### src/rtl/guarded_rom_port.sv
module guarded_rom_port #(
  parameter int AW        = 6,
  parameter int DW        = 8,
  parameter int PUB_COUNT = 32
) (
  input  logic          clk,
  input  logic          rst_n,
  input  logic [AW-1:0] addr_in,
  output logic [DW-1:0] data_out,
  output logic          rd_ok,
  output logic          rd_denied
);

  localparam int DEPTH = 1 << AW;

  function automatic logic [DW-1:0] rom_word(input logic [AW-1:0] a);
    logic [DW+AW+5:0] t;
    t = ({{(DW+6){1'b0}}, a} * 29) + 17;
    return t[DW-1:0] ^ DW'(8'hA5);
  endfunction

  logic [DW-1:0] rom [DEPTH];

  genvar g;
  generate
    for (g = 0; g < DEPTH; g++) begin : g_rom
      assign rom[g] = rom_word(AW'(g));
    end
  endgenerate

  logic [AW-1:0] addr_q;
  logic [DW-1:0] word_q;
  logic          live_q;
  logic          permit;

  always_ff @(posedge clk or negedge rst_n) begin
    if (!rst_n) begin
      addr_q <= '0;
      word_q <= '0;
      live_q <= 1'b0;
    end else begin
      addr_q <= addr_in;
      word_q <= rom[addr_in];
      live_q <= 1'b1;
    end
  end

  assign permit    = live_q && (int'(addr_q) < PUB_COUNT);
  assign data_out  = permit ? word_q : '0;
  assign rd_ok     = permit;
  assign rd_denied = !permit;

endmodule


### config.mk
export PLATFORM = sky130hd
export DESIGN_NAME = guarded_rom_port
export DESIGN_NICKNAME = d
export VERILOG_FILES = /design/src/rtl/guarded_rom_port.sv
export SDC_FILE = /design/constraint.sdc
export NUM_CORES = 1
export LEC_CHECK = 0
export ABC_AREA = 1
export BUFFER_PORTS_ARGS = -buffer_cell sky130_fd_sc_hd__buf_2
export CORE_ASPECT_RATIO = 0.8
export CORE_MARGIN = 3
export CORE_UTILIZATION = 25
export DETAILED_ROUTE_END_ITERATION = 6
export PLACE_DENSITY = 0.53
export SETUP_SLACK_MARGIN = 0.5
export SLEW_MARGIN = 10
export SYNTH_ARGS = -nofsm -noshare
export SYNTH_HDL_FRONTEND = slang
export SYNTH_SLANG_ARGS = --single-unit
### constraint.sdc
create_clock -name clk -period 1.1 [get_ports clk]
set_clock_uncertainty 0.1 [all_clocks]
set_input_delay 0.165 -clock clk [delete_from_list [all_inputs] [get_ports clk]]
set_output_delay 0.165 -clock clk [all_outputs]
set_load 0.005 [all_outputs]
# Word level (Yosys, flattened, before mapping)
# Memories as Yosys holds them, arrays and structs flattened. A register that Yosys moved wholly into a read port is not among the register bits.
# Cells that the tools add are included.
[word_totals] register_bits=7 mem_bits_ro=512 inputBits=8 elab_cells=9 n_memories=1
[memory_table] memory="(name not given)" words=64 word_bits=8 rd=1 rd_clocked_by_memory_dff=1 wr=0 line_no="43" rtl="word_q <= rom[addr_in];"
[op_classes] n_lt_le_gt_ge=1 mux=1 bitwise=1 reduce_logical=3
[op_table] cell="$mux W8" count=1
[op_table] cell="$not A6 Y7" count=1
[op_table] cell="$lt A6 B6 Y1 const B" count=1
[op_table] cell="$logic_not A1 Y1" count=2
[op_table] cell="$logic_and A1 B1 Y1" count=1

# Depth between registers and ports, before layout
# Gate-level depths: netlist of the first run.
[depth] depth_word=3 ltp_mapped=9 depth_no_buf=9

# Worst setup path before layout of the first run
# No wires, ideal clock.
[synth_path] kind="input to register" start="input port addr_in[0]" end="register word_q[5]" arrival_ps=924 required_ps=884 setup_slack_ps=-41 stages=8 path_cell_list="inv_1 ha_1 nand2_1 nand3_1 nand2_1 nand2_1 nand2_1 nand2_1"
[synth_via] elab_chain_cells=1
[synth_rtl] item="start: declaration" line_no="8" rtl="input logic [AW-1:0] addr_in,"
[synth_rtl] item="$not A6 Y7 (not written as such)" line_no="43"
[synth_rtl] item="end: declaration" line_no="32" rtl="logic [DW-1:0] word_q;"
# Every way passes these cells.

# Worst setup path after layout of the first run
[layout_path] start="register addr_q[5]" end="output port data_out[0]"
[layout_via] elab_chain_cells=3
[layout_rtl] item="start: declaration" line_no="31" rtl="logic [AW-1:0] addr_q;"
[layout_rtl] item="start signal: assignment" line_no="42" rtl="addr_q <= addr_in;"
[layout_rtl] item="$lt A6 B6 Y1" line_no="48" rtl="assign permit = live_q && (int'(addr_q) < PUB_COUNT);"
[layout_rtl] item="$logic_and A1 B1 Y1" line_no="48"
[layout_rtl] item="$mux W8" line_no="49" rtl="assign data_out = permit ? word_q : '0;"
[layout_rtl] item="end: declaration" line_no="9" rtl="output logic [DW-1:0] data_out,"
# Every way passes these cells.

==> impl_metrics.tcl, run 1 <==
set metrics [dict create \
    routedWlPerCell_um 11.10 \
    cts-root-buf "clkbuf_8" \
    io_buffer_count 17 \
    via_per_inst 4.527 \
    fp.dieArea_um2 3889 \
    dpl_cell_area_um2 1036 \
    dieHeight_um 56.38 \
    rows 17 \
    worst_setup_path_end_kind "output pin" \
    cp.required_ns 0.83 \
    hold_path.class "input port to async pin" \
    wirelength_um 2087 \
    syn-num-nets 130 \
    ir_worst_vdd_mv 0.3021 \
    fin_area_um2 1371 \
    syn_to_final_growth_pct 72.87 \
    drive_gt1_share_pct 57.33 \
    finalSetupViolations 10 \
    rsz0062_at_grt "yes" \
    cts_tree "done" \
    start_util_pct 27.42 \
    synthSimpleGateAreaFrac_pct 32.33 \
    syn-instance-count 115 \
    synth_top_family_by_area "simple AND/OR/NAND/NOR gates" \
    cts_sinks 10 \
    syn_area_per_cell_um2 6.898 \
    syn-cell-area_um2 793.3 \
    fmax_ghz 0.7378 \
    powerDensity_nw_per_um2 937.9 \
    drt_iter0_drc 22 \
    cts.htree.levels 1 \
    final_util_pct 47.40 \
    grt_overflow 0 \
    cp-start-kind "register" \
    status "finished, violations left" \
    path_clk_slew_ns 0.05 \
    slew_violations 0 \
    use_met1_pct 14.51 \
    crit_type "register to output pin" \
    core_um2 2893 \
    grt_pass1_wl_um 3553 \
    seq_area_frac_synth_pct 31.55 \
    diodes 0 \
    hpwl_um 1489 \
    numCtsBuffers 3 \
    crit_arrival_ns 1.09 \
    yosysTopAreaCellShare_pct 31.55 \
    nets 166 \
    die_x_um 68.98 \
    synthTopCellsByArea "dfrtp_1 (32%), nand2_1 (13%), nand3_1 (11%)" \
    synthXorXnorAreaFrac_pct 2.208 \
    grtUsageMet2_pct 19.16 \
    drt_pass1_iterations 4 \
    clk_path_buf_depth 2 \
    grt_max_degree 12 \
    final_hold_viol_count 10 \
    holdWs_ns -0.3268 \
    min_period_ns 1.355 \
    post-route-period-util_pct 123.2 \
    met3_usage_pct 2.800 \
    fin_ws_ns -0.2553 \
    grt_use_total_pct 11.85 \
    synth_top_area_cell "dfrtp_1" \
    ys_ff_latch 10 \
    antenna_found_initial 0 \
    num_vias 851 \
    ant_nets 0 \
    synth_compound_area_share_pct 8.360 \
    maxCapViolCount 0 \
    path_max_fanout 9 \
    yosys_warnings 0 \
    p_leak_uw 0.0006681 \
    violations "hold timing, setup timing" \
    drc 0 \
    grt_busiest_layer "met2" \
    gp_congestion 0.8386 \
    synth_cell_types 18 \
    power_uw 1286 \
    io_pins 18 \
    grt_pass1_vias 870 \
    synth_adder_area_share_pct 11.04 \
    synthMuxAreaShare_pct 0 \
]
[layout make-up]
cell class | instances | area (µm²)
timing repair buffer | 35 | 302.8
fill | 294 | 1521
sequential | 10 | 250.2
clock buffer | 4 | 55.05
multi-input combinational | 82 | 624.3
tap | 38 | 47.55
inverter | 19 | 91.34
[final timing paths]
check | startpoint | endpoint | slack (ns) | depth (start not counted)
min in group clk | addr_in[5] | addr_q[5] | 0.02 | 1
setup / recovery | addr_q[5] | data_out[0] | -0.26 | 4
max in group asynchronous | rst_n | word_q[2] | 1.04 | 1
hold / removal | rst_n | word_q[7] | -0.33 | 1
[critical path, cell delays in order, from the launching register on]
cell and delay (ns):
dfrtp_1 0.39, nor2_4 0.12, clkinv_4 0.13, nor2_2 0.10, buf_2 0.11
[where the power goes]
part	switching, µW	internal [µW]	total, µW
Sequential	9.72	404	414
Clock	142	314	456
Combinational	224	192	416
Total	376	910	1290
[layer usage]
metal  part of all wire (%)  vias up
li1                       -      427
met1                     44      394
met3                    6.5        7
met5                      0        -
met2                     47       23
met4                    2.6        0
[stage by stage]
step	hold slack, ns	worst slack (ns)	setup TNS, ns	instances
floorplan	-0.2306	0.003440	0	115
global placement	-0.06444	-0.1650	-0.5321	178
detailed placement	-0.06669	-0.2054	-0.7642	178
CTS	-0.3232	-0.2803	-2.412	187
global route	-0.3144	-0.3051	-2.653	188
finish	-0.3268	-0.2553	-2.192	188
[synth_stat cells]
master / instances
a21oi_1: 4
buf_6: 2
clkbuf_1: 1
clkbuf_8: 1
clkinv_1: 1
conb_1: 1
dfrtp_1: 10
ha_1: 7
inv_1: 16
inv_2: 2
nand2_1: 28
nand2_2: 2
nand3_1: 18
nor2_1: 13
o211ai_1: 3
o21ai_0: 3
o21ai_2: 1
xor2_1: 2
[sequential cells by signal, indices dropped and copies added, names as in the netlist]
signal,count
live_q,1
addr_q,1
word_q,8
[cell families after synthesis]
logic type                 after synthesis
xor gates and xnor gates                 2
adders and majority gates                7
and+or+nand+nor                         61
AOI/OAI and AO/OA                       11
buffers and inverters                   23
other                                    1
DFF                                     10
[what timing repair did]
action                                  in CTS  in global routing
endpoints found under the setup margin      17                 18
hold endpoints to repair                    10                 10
pin swaps                                   20                  9
cloned                                       0                  0
gates resized for setup                     46                 20
buffers inserted                             5                  1
[placed cells by master (no fill, tap or decap), types with 2 or more instances in the layout]
cell type   n
nand2_2    12
nand2_1    16
nand3_1    14
nand2_4     2
o211ai_1    3
buf_2      11
nor2_1      4
inv_2       5
buf_4       6
a21oi_2     2
nor2_2      5
ha_4        6
nand3_2     4
dfrtp_1    10
inv_1      10
xor2_1      2
buf_6      14
o21ai_2     3
clkbuf_8    4
a21oi_1     2
clkbuf_4    2
buf_8       2
nor2_4      4
Power figures use the tool's default switching activity.
==> run 2: changes to the inputs <==
--- a/config.mk
+++ b/config.mk
@@ -17,3 +17,4 @@
 export SYNTH_ARGS = -nofsm -noshare
 export SYNTH_HDL_FRONTEND = slang
 export SYNTH_SLANG_ARGS = --single-unit
+export TNS_END_PERCENT = 100
==> constraint.sdc (replaced) <==
create_clock -name clk -period 1.1 [get_ports clk]
set_clock_uncertainty 0.1 [all_clocks]
set_input_delay 0.22 -clock clk [delete_from_list [all_inputs] [get_ports clk]]
set_output_delay 0.22 -clock clk [all_outputs]
set_load 0.005 [all_outputs]
==> impl_metrics.tcl, run 2 (synthesis gave the netlist of run 1 again) <==
set metrics [dict create \
    gp_congestion 0.8373 \
    hpwl_um 1525 \
    top_regs "word_q: 8 flops, addr_q: 1 flops, live_q: 1 flops" \
    drive_gt1_share_pct 56.86 \
    ir_worst_vdd_mv 0.3872 \
    antenna_found_initial 0 \
    multi_input_area_um2 615.6 \
    fill_cells 299 \
    grt_busiest_layer "met2" \
    p_leak_uw 0.0006830 \
    cp_slowest_cell "dfrtp_1" \
    cts_tree "done" \
    power.internal_uw 844.9 \
    holdWs_ns -0.2580 \
    core_um2 2893 \
    layout_common_cells "nand2_1 (17), buf_6 (17), nand3_1 (15)" \
    dieHeight_um 56.38 \
    nets 170 \
    num_vias 872 \
    io_buffer_count 17 \
    via_per_inst 4.565 \
    grt_use_total_pct 11.62 \
    hold_path.class "input port to async pin" \
    grt_overflow 0 \
    dpl_cell_area_um2 1044 \
    pwr-share-clk_pct 29.3 \
    use_met1_pct 14.04 \
    grtUsageMet2_pct 19.02 \
    powerDensity_nw_per_um2 868.2 \
    routedWlPerCell_um 11.66 \
    io_pins 18 \
    fin_area_um2 1388 \
    drc 0 \
    regMostFlops "word_q" \
    min_period_ns 1.383 \
    cts_sinks 10 \
    finalSetupViolations 10 \
    crit_buf_inv 3 \
    power_frac_comb_pct 36.3 \
    cp.required_ns 0.78 \
    crit_arrival_ns 1.06 \
    slew_violations 0 \
    critPathLaunch "live_q" \
    seqPwrFrac_pct 34.4 \
    maxCapViolCount 0 \
    regArea_um2 250.2 \
    cts-root-buf "clkbuf_8" \
    final_util_pct 47.97 \
    crit_chain "inv_2 -> nor2_4 -> clkinv_4 -> nor2_2 -> buf_2" \
    slowest_delay_ns 0.33 \
    setup_tns_ns -2.496 \
    largest_reg_flops 8 \
    path_max_fanout 9 \
    die_x_um 68.98 \
    start_util_pct 27.42 \
    clk_path_buf_depth 2 \
    rsz0062_at_grt "yes" \
    met3_usage_pct 2.800 \
    drt_pass1_iterations 4 \
    grt_pass1_vias 787 \
    critPathTopFamily "flip-flops" \
    grt_max_degree 13 \
    ant_nets 0 \
    grt_pass1_wl_um 3456 \
    status "finished, violations left" \
    diodes 0 \
    netSwitchingFraction_pct 29.87 \
    rows 17 \
    post-route-period-util_pct 125.7 \
    switchingPower_uw 359.9 \
    crit_type "register to output pin" \
    path_clk_slew_ns 0.04 \
    cts.htree.levels 1 \
    drt_iter0_drc 17 \
    fp.dieArea_um2 3889 \
    fmax_ghz 0.7231 \
    worst_setup_path_end_kind "output pin" \
    fin_ws_ns -0.2830 \
    violations "hold timing, setup timing" \
    cp-start-kind "register" \
    final_hold_viol_count 10 \
    syn_to_final_growth_pct 74.92 \
    numCtsBuffers 3 \
    wirelength_um 2227 \
]
==> run 2: cell types whose count changed in the layout (fill, tap and decap cells not counted), moves of 2 or more <==
cell / before / now
buf_2: 11 / 13
clkbuf_4: 2 / 0
nand2_2: 12 / 10
buf_6: 14 / 17
==> run 2: area by class of cell <==
type / count / share of cell area (%)
repair buffers: 39 / 24.44
well taps: 38 / 3.427
clock buffers: 3 / 2.976
multi-input cells: 82 / 44.36
flip-flops and latches: 10 / 18.03
inverters: 19 / 6.763
==> run 2: power by group through the flow <==
| stage | combinational [µW] | sequential, µW | clock, µW |
|---|---|---|---|
| after CTS | 388 | 416 | 364 |
| after global placement | 300 | 419 | 0 |
| after global routing | 480 | 419 | 384 |
| final | 437 | 415 | 353 |
| after detailed placement | 305 | 421 | 0 |
| after floorplan | 197 | 417 | 0 |
==> run 2: how the worst max path moves through the flow <==
stage / to / slack, ns / depth (start not counted)
final: data_out[1] / -0.28 / 5
after global routing: data_out[3] / -0.37 / 5
after CTS: data_out[1] / -0.31 / 5
after detailed placement: word_q[5] / -0.25 / 9
after global placement: word_q[5] / -0.22 / 9
after floorplan: word_q[5] / -0.05 / 8
==> run 2: what timing repair did <==
action / in CTS / in global routing
endpoints found under the hold margin: 10 / 10
setup endpoints to repair: 17 / 18
resized for setup: 50 / 18
setup buffers: 5 / 4
pin swaps: 19 / 14
==> run 2: routing by layer <==
layer  part of all wire (%)  routed length [µm]
met1                     43                 961
met2                     49                1093
met3                    5.7                 126
met4                    2.1                  46
met5                      0                   0
==> run 2: metrics by stage <==
step	std cells	power, µW	worst slack, ns
final	191	1205	-0.2830
after global routing	191	1283	-0.3677
after CTS	187	1168	-0.3083
after detailed placement	179	726.0	-0.2501
after global placement	179	719.6	-0.2165
after floorplan	115	614.7	-0.05156
